--- config.mk ---
export PLATFORM = sky130hd
export DESIGN_NAME = cnv_pwr_ctrl
export DESIGN_NICKNAME = d
export VERILOG_FILES = /design/src/rtl/cpm_pkg.sv /design/src/rtl/cpm_mode_decode.sv /design/src/rtl/cpm_wake_track.sv /design/src/rtl/cpm_updelay.sv /design/src/rtl/cpm_start_seq.sv /design/src/rtl/cnv_pwr_ctrl.sv
export SDC_FILE = /design/constraint.sdc
export NUM_CORES = 1
export LEC_CHECK = 0
export BUFFER_PORTS_ARGS = -buffer_cell sky130_fd_sc_hd__buf_2
export CORE_MARGIN = 8
export CORE_UTILIZATION = 42
export CTS_CLUSTER_DIAMETER = 60
export DETAILED_ROUTE_END_ITERATION = 10
export PLACE_DENSITY = 0.72
export SETUP_SLACK_MARGIN = 0.5
export SLEW_MARGIN = 40
export SYNTH_ARGS = -nofsm -noshare
export SYNTH_HDL_FRONTEND = slang
export SYNTH_SLANG_ARGS = --single-unit
--- constraint.sdc ---
create_clock -name clk -period 1.1 [get_ports clk]
set_input_delay 0.055 -clock clk [delete_from_list [all_inputs] [get_ports clk]]
set_output_delay 0.055 -clock clk [all_outputs]
set_load 0.02 [all_outputs]
--- src/rtl/cpm_pkg.sv ---
package cpm_pkg;

   typedef enum logic [1:0] {
      PS_OFF  = 2'b00,
      PS_PART = 2'b01,
      PS_ON   = 2'b10
   } pwr_state_e;

   localparam logic [1:0] PM_AUTO = 2'b00;
   localparam logic [1:0] PM_RUN  = 2'b01;
   localparam logic [1:0] PM_OFF  = 2'b10;
   localparam logic [1:0] PM_PART = 2'b11;

endpackage

--- src/rtl/cpm_mode_decode.sv ---
module cpm_mode_decode
   import cpm_pkg::*;
(
   input  logic [1:0] mode_i,
   input  logic       sleep_n_i,
   input  logic       cal_i,
   input  logic       busy_i,
   input  logic       awake_i,
   output pwr_state_e target_o
);

   always_comb begin
      target_o = PS_OFF;
      case (mode_i)
         PM_AUTO: begin
            // sleep pin high, a pending wake, a conversion or a calibration holds power
            if (sleep_n_i || awake_i || busy_i || cal_i) target_o = PS_ON;
            else                                         target_o = PS_OFF;
         end
         PM_RUN:  target_o = PS_ON;
         PM_OFF:  target_o = PS_OFF;
         PM_PART: target_o = busy_i ? PS_ON : PS_PART;
         default: target_o = PS_OFF;
      endcase
   end

endmodule

--- src/rtl/cpm_wake_track.sv ---
module cpm_wake_track (
   input  logic clk,
   input  logic rst_n,
   input  logic start_i,
   input  logic busy_i,
   output logic start_rise_o,
   output logic start_fall_o,
   output logic awake_o
);

   logic start_q;
   logic busy_q;
   logic awake_q;
   logic busy_fall;

   always_ff @(posedge clk) begin
      if (!rst_n) begin
         start_q <= 1'b1;
         busy_q  <= 1'b0;
      end else begin
         start_q <= start_i;
         busy_q  <= busy_i;
      end
   end

   assign start_rise_o = ~start_q & start_i;
   assign start_fall_o = start_q & ~start_i;
   assign busy_fall    = busy_q & ~busy_i;

   always_ff @(posedge clk) begin
      if (!rst_n)            awake_q <= 1'b0;
      else if (start_fall_o) awake_q <= 1'b1;
      else if (busy_fall)    awake_q <= 1'b0;
   end

   assign awake_o = awake_q;


   wake_on_fall_chk: assert property (@(posedge clk) disable iff (!rst_n)
      start_fall_o |=> awake_o);

endmodule

--- src/rtl/cpm_updelay.sv ---
module cpm_updelay
   import cpm_pkg::*;
#(
   parameter int DLY_FULL   = 20,
   parameter int DLY_PART   = 4,
   parameter bit SPLIT_PART = 1'b1
) (
   input  logic       clk,
   input  logic       rst_n,
   input  pwr_state_e state_i,
   output logic       ready_o
);

   localparam int MAX_DLY = (DLY_FULL > DLY_PART) ? DLY_FULL : DLY_PART;
   localparam int CNT_W   = $clog2(MAX_DLY + 1);

   logic [CNT_W-1:0] cnt_q;
   logic [CNT_W-1:0] lim;
   logic             from_part_q;
   logic             on;

   assign on = (state_i == PS_ON);

   generate
      if (SPLIT_PART) begin : g_split
         assign lim = from_part_q ? CNT_W'(DLY_PART) : CNT_W'(DLY_FULL);
      end else begin : g_single
         assign lim = CNT_W'(DLY_FULL);
      end
   endgenerate

   always_ff @(posedge clk) begin
      if (!rst_n) begin
         cnt_q       <= '0;
         from_part_q <= 1'b0;
      end else if (!on) begin
         cnt_q       <= '0;
         from_part_q <= (state_i == PS_PART);
      end else if (cnt_q != lim) begin
         cnt_q <= cnt_q + CNT_W'(1);
      end
   end

   assign ready_o = on && (cnt_q == lim);


   ready_after_on_chk: assert property (@(posedge clk) disable iff (!rst_n)
      $rose(ready_o) |-> ($past(state_i) == PS_ON));

endmodule

--- src/rtl/cpm_start_seq.sv ---
module cpm_start_seq (
   input  logic clk,
   input  logic rst_n,
   input  logic rise_i,
   input  logic fall_i,
   input  logic sw_start_i,
   input  logic ready_i,
   output logic conv_start_o,
   output logic early_o
);

   logic pend_q;
   logic early_q;
   logic conv_q;
   logic issue;

   assign issue = ready_i & (rise_i | pend_q | sw_start_i);

   always_ff @(posedge clk) begin
      if (!rst_n) begin
         pend_q  <= 1'b0;
         early_q <= 1'b0;
         conv_q  <= 1'b0;
      end else begin
         conv_q <= issue;
         pend_q <= ~ready_i & (pend_q | rise_i);
         if (rise_i && !ready_i) early_q <= 1'b1;
         else if (fall_i)        early_q <= 1'b0;
      end
   end

   assign conv_start_o = conv_q;
   assign early_o      = early_q;


   start_needs_ready_chk: assert property (@(posedge clk) disable iff (!rst_n)
      conv_start_o |-> $past(ready_i));


   sw_drop_chk: assert property (@(posedge clk) disable iff (!rst_n)
      (sw_start_i && !ready_i) |=> !conv_start_o);

endmodule

--- src/rtl/cnv_pwr_ctrl.sv ---
module cnv_pwr_ctrl
   import cpm_pkg::*;
#(
   parameter int UP_DLY_FULL    = 20,
   parameter int UP_DLY_PART    = 4,
   parameter bit SPLIT_PART_DLY = 1'b1
) (
   input  logic       clk,
   input  logic       rst_n,
   input  logic [1:0] pm_mode_i,
   input  logic       sleep_n_i,
   input  logic       start_i,
   input  logic       sw_start_i,
   input  logic       busy_i,
   input  logic       cal_busy_i,
   output logic       core_en_o,
   output logic       ref_en_o,
   output logic       ready_o,
   output logic       conv_start_o,
   output logic       early_start_o
);

   generate
      if (UP_DLY_FULL < 1 || UP_DLY_PART < 1) begin : g_bad_dly
         $error("power-up delays must be at least one clock");
      end
   endgenerate

   pwr_state_e target;
   pwr_state_e pstate_q;
   logic       rise;
   logic       fall;
   logic       awake;

   cpm_wake_track u_wake (
      .clk          (clk),
      .rst_n        (rst_n),
      .start_i      (start_i),
      .busy_i       (busy_i),
      .start_rise_o (rise),
      .start_fall_o (fall),
      .awake_o      (awake)
   );

   cpm_mode_decode u_dec (
      .mode_i    (pm_mode_i),
      .sleep_n_i (sleep_n_i),
      .cal_i     (cal_busy_i),
      .busy_i    (busy_i),
      .awake_i   (awake),
      .target_o  (target)
   );

   always_ff @(posedge clk) begin
      if (!rst_n) pstate_q <= PS_OFF;
      else        pstate_q <= target;
   end

   assign core_en_o = (pstate_q == PS_ON);
   assign ref_en_o  = (pstate_q != PS_OFF);

   cpm_updelay #(
      .DLY_FULL   (UP_DLY_FULL),
      .DLY_PART   (UP_DLY_PART),
      .SPLIT_PART (SPLIT_PART_DLY)
   ) u_dly (
      .clk     (clk),
      .rst_n   (rst_n),
      .state_i (pstate_q),
      .ready_o (ready_o)
   );

   cpm_start_seq u_seq (
      .clk          (clk),
      .rst_n        (rst_n),
      .rise_i       (rise),
      .fall_i       (fall),
      .sw_start_i   (sw_start_i),
      .ready_i      (ready_o),
      .conv_start_o (conv_start_o),
      .early_o      (early_start_o)
   );


   forced_off_chk: assert property (@(posedge clk) disable iff (!rst_n)
      ($past(pm_mode_i) == PM_OFF) |-> (!core_en_o && !ref_en_o));


   busy_wakes_part_chk: assert property (@(posedge clk) disable iff (!rst_n)
      ($past(pm_mode_i) == PM_PART && $past(busy_i)) |-> core_en_o);


   part_only_mode_chk: assert property (@(posedge clk) disable iff (!rst_n)
      (ref_en_o && !core_en_o) |-> ($past(pm_mode_i) == PM_PART));

endmodule

==> results of run 1 <==
-- layer usage --
metal	track usage, %	part of all wire, %	vias to the layer above
met2	23.4	58	15
li1	-	-	279
met1	10.7	37	277
met3	5.79	4.4	2
met5	0	0	-
met4	5.46	0.92	0
-- state kept, by name, summed over array words and instances (netlist names) --
signal              count
u_wake.busy_q           1
pstate_q                2
u_wake.start_q          1
u_seq.early_o           1
u_dly.cnt_q             5
u_wake.awake_o          1
u_dly.from_part_q       1
u_seq.conv_start_o      1
u_seq.pend_q            1
-- cell families after synthesis --
logic type	synth area share, %
DFF	47.3
AOI/OAI and AO/OA	12.2
and+or+nand+nor	26.4
adders and majority gates	4.22
xor gates and xnor gates	7.39
buffers and inverters	2.53
-- synthesized netlist by cell type --
library cell,count
dfxtp_1,14
a21oi_1,5
nand2_1,5
nor3_1,5
inv_1,4
nand2b_1,3
nand3_1,3
nor2_1,3
nor2b_1,3
o21ai_0,3
xor2_1,3
a21boi_0,2
ha_1,2
xnor2_1,2
and2_2,1
and3b_1,1
and4b_2,1
nand3b_1,1
o211a_1,1
o31ai_1,1
or2_2,1
or4_1,1
-- power groups by stage --
stage | Clock (mW) | Combinational [mW] | Sequential (mW)
finish | 0.292 | 0.157 | 0.539
CTS | 0.297 | 0.137 | 0.537
floorplan | 0 | 0.0591 | 0.548
detailed placement | 0 | 0.104 | 0.547
global placement | 0 | 0.101 | 0.546
global route | 0.336 | 0.171 | 0.541
-- final cells by class --
| cell class | instances | area, sq um |
|---|---|---|
| sequential | 14 | 289 |
| clock buffer | 3 | 22.5 |
| tap | 15 | 18.8 |
| inverter | 4 | 20.0 |
| fill | 101 | 354 |
| multi-input combinational | 47 | 403 |
| timing repair buffer | 25 | 210 |
-- stage by stage --
stage | instance area, sq um | power [mW] | setup slack (ps) | cells | utilization (%)
after floorplan | 631 | 0.607 | 71.1 | 65 | -
final | 963 | 0.988 | -269 | 108 | 73.1
after CTS | 885 | 0.971 | -255 | 105 | 67.1
after global routing | 963 | 1.05 | -334 | 108 | 73.1
after global placement | 737 | 0.648 | -29.1 | 96 | 55.9
after detailed placement | 737 | 0.651 | -39.3 | 96 | 55.9
-- how the worst max path moves through the flow --
stage / from / endpoint / slack [ps] / depth (start not counted)
2_1_floorplan: u_dly.cnt_q[0]$_SDFFE_PN0P_ / u_seq.early_o$_SDFFE_PN0P_ / 70 / 5
3_3_place_gp: u_dly.cnt_q[1]$_SDFFE_PN0P_ / ready_o / -30 / 6
3_5_place_dp: u_dly.cnt_q[0]$_SDFFE_PN0P_ / ready_o / -40 / 6
4_1_cts: u_dly.cnt_q[0]$_SDFFE_PN0P_ / ready_o / -260 / 6
5_1_grt: u_dly.cnt_q[0]$_SDFFE_PN0P_ / ready_o / -330 / 6
6_report: u_dly.cnt_q[0]$_SDFFE_PN0P_ / ready_o / -270 / 6
-- worst max-delay path: cells and delay by family, from the launching register on --
family	cells	cell delay (ps)
simple gates	3	380
buf+inv	2	190
fa+ha+maj	1	130
flops	1	330
-- what timing repair did --
item,4_1_cts,5_1_grt
buffers inserted,6,3
setup endpoints to repair,16,16
hold endpoints to repair,1,1
pin swaps,5,7
gates cloned,0,0
gates resized for setup,25,15
==> impl_metrics.toml, run 1 <==
[worst_setup_path]
r2r_cells = 7
rr_startpoint = "u_dly.cnt_q[0]$_SDFFE_PN0P_"
crit_arrival_ps = 1310
r2r_setup_slack_ps = -190
worstSetupEndpointType = "output port"
path_class = "register to output port"
critPathMaxStageDelay_ps = 330
critPathRequiredTime_ps = 1040
path_max_fanout = 2
cp_slowest_cell = "dfxtp_2"
reg2reg_to = "u_dly.cnt_q[0]$_SDFFE_PN0P_"
path_cells = "inv_2 -> ha_4 -> and3b_2 -> nand2_4 -> nor2_4 -> buf_6"
cp-start-kind = "register"

[die]
dieArea_sq_um = 2870
die_w_microns = 53.6
core_area_sq_um = 1320
start_util_pct = 45.0
io_pins = 14
num_rows = 13
die_h_microns = 53.6

[status]
violations = "negative hold slack, negative setup slack"
status = "finished, violations left"

[timing]
max_slew_margin_pct = 63.2
rsz0062_at_grt = "yes"
setup_viol = 8
whs_ps = -20.8
hold_viol = 1
tns_ps = -1190
fin_crit_sh_pct = 124
finalClockSkew_ps = 9.60
worstMarginPinSlew_ps = 548
slew_viol_final = 0
fmax_mhz = 730
finalCriticalPeriod_ps = 1370
fin_ws_ps = -269

[clocking]
insertion_delay_ps = 290
cts_root_buf = "clkbuf_4"
cts.clk_slew.worst_paths_ps = 80
clock_sinks = 14
cts_tree = "built"
numCtsBuffers = 3
cts.path.max_buffers = 2
cts_max_level = 1

[place]
place.detailed.hpwl_microns = 990
place.port_buffers = 13
routabilityCongestion = 0.857

[power]
p_clk_share_pct = 29.6
p_sw_share_pct = 25.4
switchingPower_mw = 0.250
p_int_mw = 0.737
power_frac_seq_pct = 54.5
p_leak_nw = 0.396
ir_drop_mv = 0.859
p_comb_share_pct = 15.9
powerDensity_nw_per_um2 = 1030

[route]
ant_nets = 0
routed-via-count = 573
dr.pass1.iters = 4
wl_per_cell_microns = 16.1
vias_per_cell = 5.31
drt-initial-drc-count = 8
drc_errors = 0
wirelength_mm = 1.74

[global_routing]
grt_pass1_wl_mm = 2.59
track_usage_pct = 12.3
grt_max_degree = 10
antenna_found_initial = 0
grt_pass1_vias = 638
grt-ovfl-total = 0

[cells_and_area]
area_growth_pct = 62.4
final_cell_mix = "buf_4 (10), buf_6 (8), dfxtp_2 (7), dfxtp_1 (7), buf_2 (6)"
layout-drive-gt1-share_pct = 64.5
num_antenna_cells = 0
nNetsFinal = 106
mostFrequentLayoutCell = "buf_4"

[logic_synthesis]
synth_area_leaders = "dfxtp_1 (47%), xor2_1 (4.4%), a21oi_1 (4.2%)"
ys_warn_count = 0
synth_cells = 65
syn_area_per_cell_sq_um = 9.12
yosysTopAreaCell = "dfxtp_1"
synth_top_area_share_pct = 47.3
ys_ff_latch = 14
netlist_area_sq_um = 593
synth_nets = 76
yosysUniqueCellTypes = 22
ys_seq_area_share_pct = 47.3

[min_path]
hold_class = "input port to register"
hp-start = "start_i"
whs_endpoint = "u_wake.start_q$_SDFF_PN1_"
hold-path-cell-count = 2

[run]
maxCapViolations = 0
Note: power is estimated with default switching activity, not from simulation.
==> inputs of run 2 (changes only) <==
--- a/config.mk
+++ b/config.mk
@@ -7,10 +7,10 @@
 export LEC_CHECK = 0
 export BUFFER_PORTS_ARGS = -buffer_cell sky130_fd_sc_hd__buf_2
 export CORE_MARGIN = 8
-export CORE_UTILIZATION = 42
+export CORE_UTILIZATION = 44
 export CTS_CLUSTER_DIAMETER = 60
 export DETAILED_ROUTE_END_ITERATION = 10
-export PLACE_DENSITY = 0.72
+export PLACE_DENSITY = 0.75
 export SETUP_SLACK_MARGIN = 0.5
 export SLEW_MARGIN = 40
 export SYNTH_ARGS = -nofsm -noshare
==> run 2 against run 1 <==
Against the previous run:
- first-iteration DRC count decreased by 13%
- sequential cell count unchanged
- register-to-register slack got worse by 30 ps
- largest cell class unchanged
- fmax increased by 2.0%
- sequential share of layout area decreased by 0.14 points
- die area decreased by 3.2%
- the flow still finishes with violations (negative hold slack, negative setup slack)
- non-clock buffer count increased by 2
- power increased by 8.5%
- via count increased by 2.6%
- sequential power about the same
- worst hold slack got worse by 11 ps
==> impl_metrics.toml, run 2 (synthesis gave the netlist of run 1 again) <==
[place]
place_area_sq_um = 737
routabilityCongestion = 0.800
place.detailed.hpwl_mm = 1.03
place.port_buffers = 13
dpl_worst_slack_ps = -58.9

[timing]
rsz0062_at_grt = "yes"
slew_viol_final = 0
finalCriticalPeriod_ps = 1340
finalClockSkew_ps = 3.40
setup_viol = 9
fin_crit_sh_pct = 122
fin_ws_ps = -242
hold_viol = 1
fmax_mhz = 745
whs_ps = -31.6
max_slew_margin_pct = 72.4
worstMarginPinSlew_ps = 410

[power]
p_leak_nw = 0.417
ir_drop_mv = 0.697
powerDensity_nw_per_um2 = 1100

[die]
die_w_microns = 52.7
die_h_microns = 52.7
io_pins = 14
core_area_sq_um = 1280
dieArea_sq_um = 2780
start_util_pct = 46.2
num_rows = 13

[worst_setup_path]
crit_arrival_ps = 1290
cp.buffers_inverters = 2
cp_top_family = "simple AND/OR/NAND/NOR gates"
cp-start-kind = "register"
path_max_fanout = 2
path_class = "register to output port"
critPathMaxStageDelay_ps = 330
critPathRequiredTime_ps = 1040
worstSetupEndpointType = "output port"
cp_slowest_cell = "dfxtp_2"
path_cells = "inv_2 -> ha_4 -> and3b_2 -> nand2_4 -> nor2_4 -> buf_6"

[clocking]
cts_root_buf = "clkbuf_4"
cts_max_level = 1
numCtsBuffers = 3
cts.clk_slew.worst_paths_ps = 90
insertion_delay_ps = 280
cts_tree = "built"
clock_sinks = 14
cts.path.max_buffers = 2

[cells_and_area]
layout-drive-gt1-share_pct = 63.5
area_growth_pct = 63.9
top_regs = "u_dly.cnt_q (5), pstate_q (2)"
largest_register_ffs = 5
nNetsFinal = 108
num_antenna_cells = 0
largest-register = "u_dly.cnt_q"
stdcell_area_sq_um = 972
final_cell_mix = "buf_6 (11), buf_4 (10), dfxtp_2 (8)"
mostFrequentLayoutCell = "buf_6"

[route]
wl_per_cell_microns = 14.5
drc_errors = 0
vias_per_cell = 5.30
ant_nets = 0
wirelength_mm = 1.61
routed-via-count = 588
drt-initial-drc-count = 7
dr.pass1.iters = 4

[global_routing]
antenna_found_initial = 0
grt_pass1_wl_mm = 2.49
grt_max_degree = 10
grt_pass1_vias = 611
track_usage_pct = 11.9
grt-ovfl-total = 0

[status]
violations = "negative hold slack, negative setup slack"
status = "finished, violations left"

[min_path]
hold_class = "input port to register"

[run]
maxCapViolations = 0
[run 2: what timing repair did]
item / CTS / global route
gates resized for setup: 25 / 12
gates cloned: 0 / 0
endpoints found under the hold margin: 1 / 1
setup buffers: 7 / 4
pin swaps: 8 / 7
endpoints found under the setup margin: 16 / 16
[run 2: area by class of cell]
cell class                      count  area (sq um)
Timing Repair Buffer               27           229
Tap cell                           15          18.8
Sequential cell                    14           290
Multi-Input combinational cell     47           378
Inverter                            4          20.0
Clock buffer                        4          36.3
Fill cell                          84           313
[run 2: worst paths after layout]
check,from,end,slack (ps),cells past startpoint
setup / recovery,u_dly.cnt_q[1]$_SDFFE_PN0P_,ready_o,-240,6
hold / removal,start_i,u_wake.start_q$_SDFF_PN1_,-30,2
setup reg to reg,u_dly.cnt_q[1]$_SDFFE_PN0P_,u_dly.cnt_q[2]$_SDFFE_PN0P_,-220,8
hold reg to reg,u_seq.early_o$_SDFFE_PN0P_,u_seq.early_o$_SDFFE_PN0P_,470,2
[run 2: metrics by stage]
stage	power [mW]	hold WS [ps]	std cells	TNS, ps	utilization (%)
floorplan	0.607	128	65	0	-
global placement	0.648	254	96	-19.7	57.4
detailed placement	0.652	261	96	-92.3	57.4
CTS	1.05	-33.7	107	-1030	70.6
global route	1.11	-25.7	111	-1890	75.7
finish	1.07	-31.6	111	-1530	75.7
[run 2: power breakdown]
group,internal [mW],switching [mW]
Sequential,0.526,0.0134
Clock,0.202,0.174
Combinational,0.0856,0.0710
Total,0.813,0.259
[run 2: worst reg2reg max path: stages, from the launching register on]
cell	delay, ps
dfxtp_2	330
inv_2	60
ha_4	130
and3b_2	220
nand2_4	70
buf_4	140
buf_6	100
buf_6	110
a21oi_2	100
[run 2: layer usage]
metal | wire, microns | track usage, %
met4 | 31 | 6.47
met5 | 0 | 0
met1 | 670 | 13.5
met2 | 806 | 19.8
met3 | 103 | 2.84
==> inputs of run 3 (changes only) <==
--- a/config.mk
+++ b/config.mk
@@ -7,10 +7,11 @@
 export LEC_CHECK = 0
 export BUFFER_PORTS_ARGS = -buffer_cell sky130_fd_sc_hd__buf_2
 export CORE_MARGIN = 8
-export CORE_UTILIZATION = 44
+export CORE_UTILIZATION = 45
 export CTS_CLUSTER_DIAMETER = 60
 export DETAILED_ROUTE_END_ITERATION = 10
-export PLACE_DENSITY = 0.75
+export PLACE_DENSITY = 0.74
+export RECOVER_POWER = 100
 export SETUP_SLACK_MARGIN = 0.5
 export SLEW_MARGIN = 40
 export SYNTH_ARGS = -nofsm -noshare
==> constraint.sdc (replaced) <==
create_clock -name clk -period 1.55 [get_ports clk]
set_input_delay 0.0775 -clock clk [delete_from_list [all_inputs] [get_ports clk]]
set_output_delay 0.0775 -clock clk [all_outputs]
set_load 0.02 [all_outputs]
==> run 3 against run 2 <==
Against the previous run:
- the run now ends clean
- utilization decreased by 7.2 points
- design area fell by 11%
- sequential cell count unchanged
- combinational power shrank 42%
- clock skew is 3.0 ps higher
- register-to-register slack gained 350 ps
- non-clock buffer count decreased by 3
- highest routed layer unchanged
- die area shrank 1.5%
- sequential power down 30%
- critical path depth grew 2
- wire length decreased by 5.2%
==> impl_metrics.toml, run 3 (synthesis gave the netlist of run 1 again) <==
[status]
status = "complete, no violations"

[clocking]
cts.clk_slew.worst_paths_ps = 80
cts_max_level = 1
cts_root_buf = "clkbuf_4"
cts.path.max_buffers = 2
cts_tree = "built"
numCtsBuffers = 3
insertion_delay_ps = 280
clock_sinks = 14

[place]
place.port_buffers = 13
place.detailed.hpwl_microns = 869
routabilityCongestion = 0.788
dpl_worst_slack_ps = 350
place_area_sq_um = 688

[route]
vias_per_cell = 5.17
wirelength_mm = 1.53
wl_per_cell_microns = 14.3
dr.pass1.iters = 3
ant_nets = 0
routed-via-count = 553
drc_errors = 0
drt-initial-drc-count = 8

[power]
ir_drop_mv = 0.492
powerDensity_nw_per_um2 = 773
p_leak_nw = 0.348

[die]
die_w_microns = 52.3
core_area_sq_um = 1270
io_pins = 14
die_h_microns = 52.3
start_util_pct = 46.7
dieArea_sq_um = 2740
num_rows = 13

[worst_setup_path]
reg2reg_to = "u_seq.conv_start_o$_SDFF_PN0_"
cpMostUsedCell = "buf_6"
critPathRequiredTime_ps = 1760
path_max_fanout = 2
crit_arrival_ps = 1630
rr_startpoint = "u_dly.cnt_q[0]$_SDFFE_PN0P_"
path_class = "register to register"
cp_slowest_cell = "dfxtp_1"
critPathMaxStageDelay_ps = 310
r2r_cells = 8
cp-start-kind = "register"
path_cells = "inv_1 -> ha_4 -> and3b_2 -> nand2_2 -> buf_4 -> buf_6 -> buf_6 -> nor3_2"
worstSetupEndpointType = "register"
r2r_setup_slack_ps = 130

[run]
maxCapViolations = 0

[cells_and_area]
final_util_pct = 68.4
largest-register = "u_dly.cnt_q"
area_growth_pct = 46.4
final_cell_mix = "dfxtp_1 (12), buf_4 (7), clkbuf_1 (5), buf_2 (5), buf_6 (5)"
largest_register_ffs = 5
nNetsFinal = 105
mostFrequentLayoutCell = "dfxtp_1"
top_regs = "u_dly.cnt_q (5), pstate_q (2)"
stdcell_area_sq_um = 868
final.fill_count = 102
layout-drive-gt1-share_pct = 39.1
num_antenna_cells = 0

[global_routing]
grt_pass1_wl_mm = 2.46
grt-ovfl-total = 0
track_usage_pct = 12.2
grt_max_degree = 10
grt_pass1_vias = 557
antenna_found_initial = 0

[timing]
setup_viol = 0
finalClockSkew_ps = 6.43
hold_viol = 0
rsz0062_at_grt = "yes"
max_slew_margin_pct = 77.2
tns_ps = 0
slew_viol_final = 0
fmax_mhz = 706
finalCriticalPeriod_ps = 1420
whs_ps = 57.9
fin_ws_ps = 134
fin_crit_sh_pct = 91.3
worstMarginPinSlew_ps = 340

[min_path]
hold_class = "input port to register"
hp-start = "sw_start_i"
hold-path-cell-count = 3
whs_endpoint = "u_seq.conv_start_o$_SDFF_PN0_"
run 3: critical path, delay by kind of cell (launching register included):
family                     cells  cell delay [ps]
DFF                            1              310
and+or+nand+nor                3              420
adders and majority gates      1              140
buffers and inverters          4              480
run 3: repair_timing:
| action | 4_1_cts | 5_1_grt |
|---|---|---|
| hold buffers | 1 | 0 |
| pin swaps | 2 | 1 |
| gates resized for setup | 21 | 3 |
| hold endpoints to repair | 1 | 0 |
| endpoints found under the setup margin | 10 | 11 |
| buffers inserted | 7 | 3 |
run 3: cell type report:
type / instances / area (sq um) / share of cell area, %
inverter: 4 / 16.3 / 1.87
timing repair buffer: 24 / 183 / 21.0
multi-input combinational: 47 / 345 / 39.8
clock buffer: 3 / 22.5 / 2.59
sequential: 14 / 283 / 32.6
tap: 15 / 18.8 / 2.16
run 3: layer usage:
metal / GRT usage (%) / up-vias / routed length, microns
met1: 12.3 / 256 / 682
met5: 0 / - / 0
met4: 7.76 / 0 / 20
met2: 21.5 / 13 / 788
li1: - / 282 / -
met3: 3.41 / 2 / 36
run 3: metrics by stage:
stage                     power [mW]  instances
after floorplan                0.422         65
after global placement         0.446         93
after detailed placement       0.448         93
after CTS                      0.675        104
after global routing           0.715        107
final                          0.671        107
run 3: power breakdown:
part	switching, mW	internal, mW	leakage [nW]
clock	0.110	0.0900	0.0138
combinational	0.0444	0.0471	0.219
sequential	0.00761	0.372	0.115
run 3: worst max-delay path by stage:
stage	start	to
global placement	u_dly.cnt_q[0]$_SDFFE_PN0P_	ready_o
CTS	u_dly.cnt_q[1]$_SDFFE_PN0P_	ready_o
floorplan	u_dly.cnt_q[0]$_SDFFE_PN0P_	u_seq.conv_start_o$_SDFF_PN0_
finish	u_dly.cnt_q[0]$_SDFFE_PN0P_	u_seq.conv_start_o$_SDFF_PN0_
detailed placement	u_dly.cnt_q[0]$_SDFFE_PN0P_	ready_o
global route	u_dly.cnt_q[0]$_SDFFE_PN0P_	ready_o
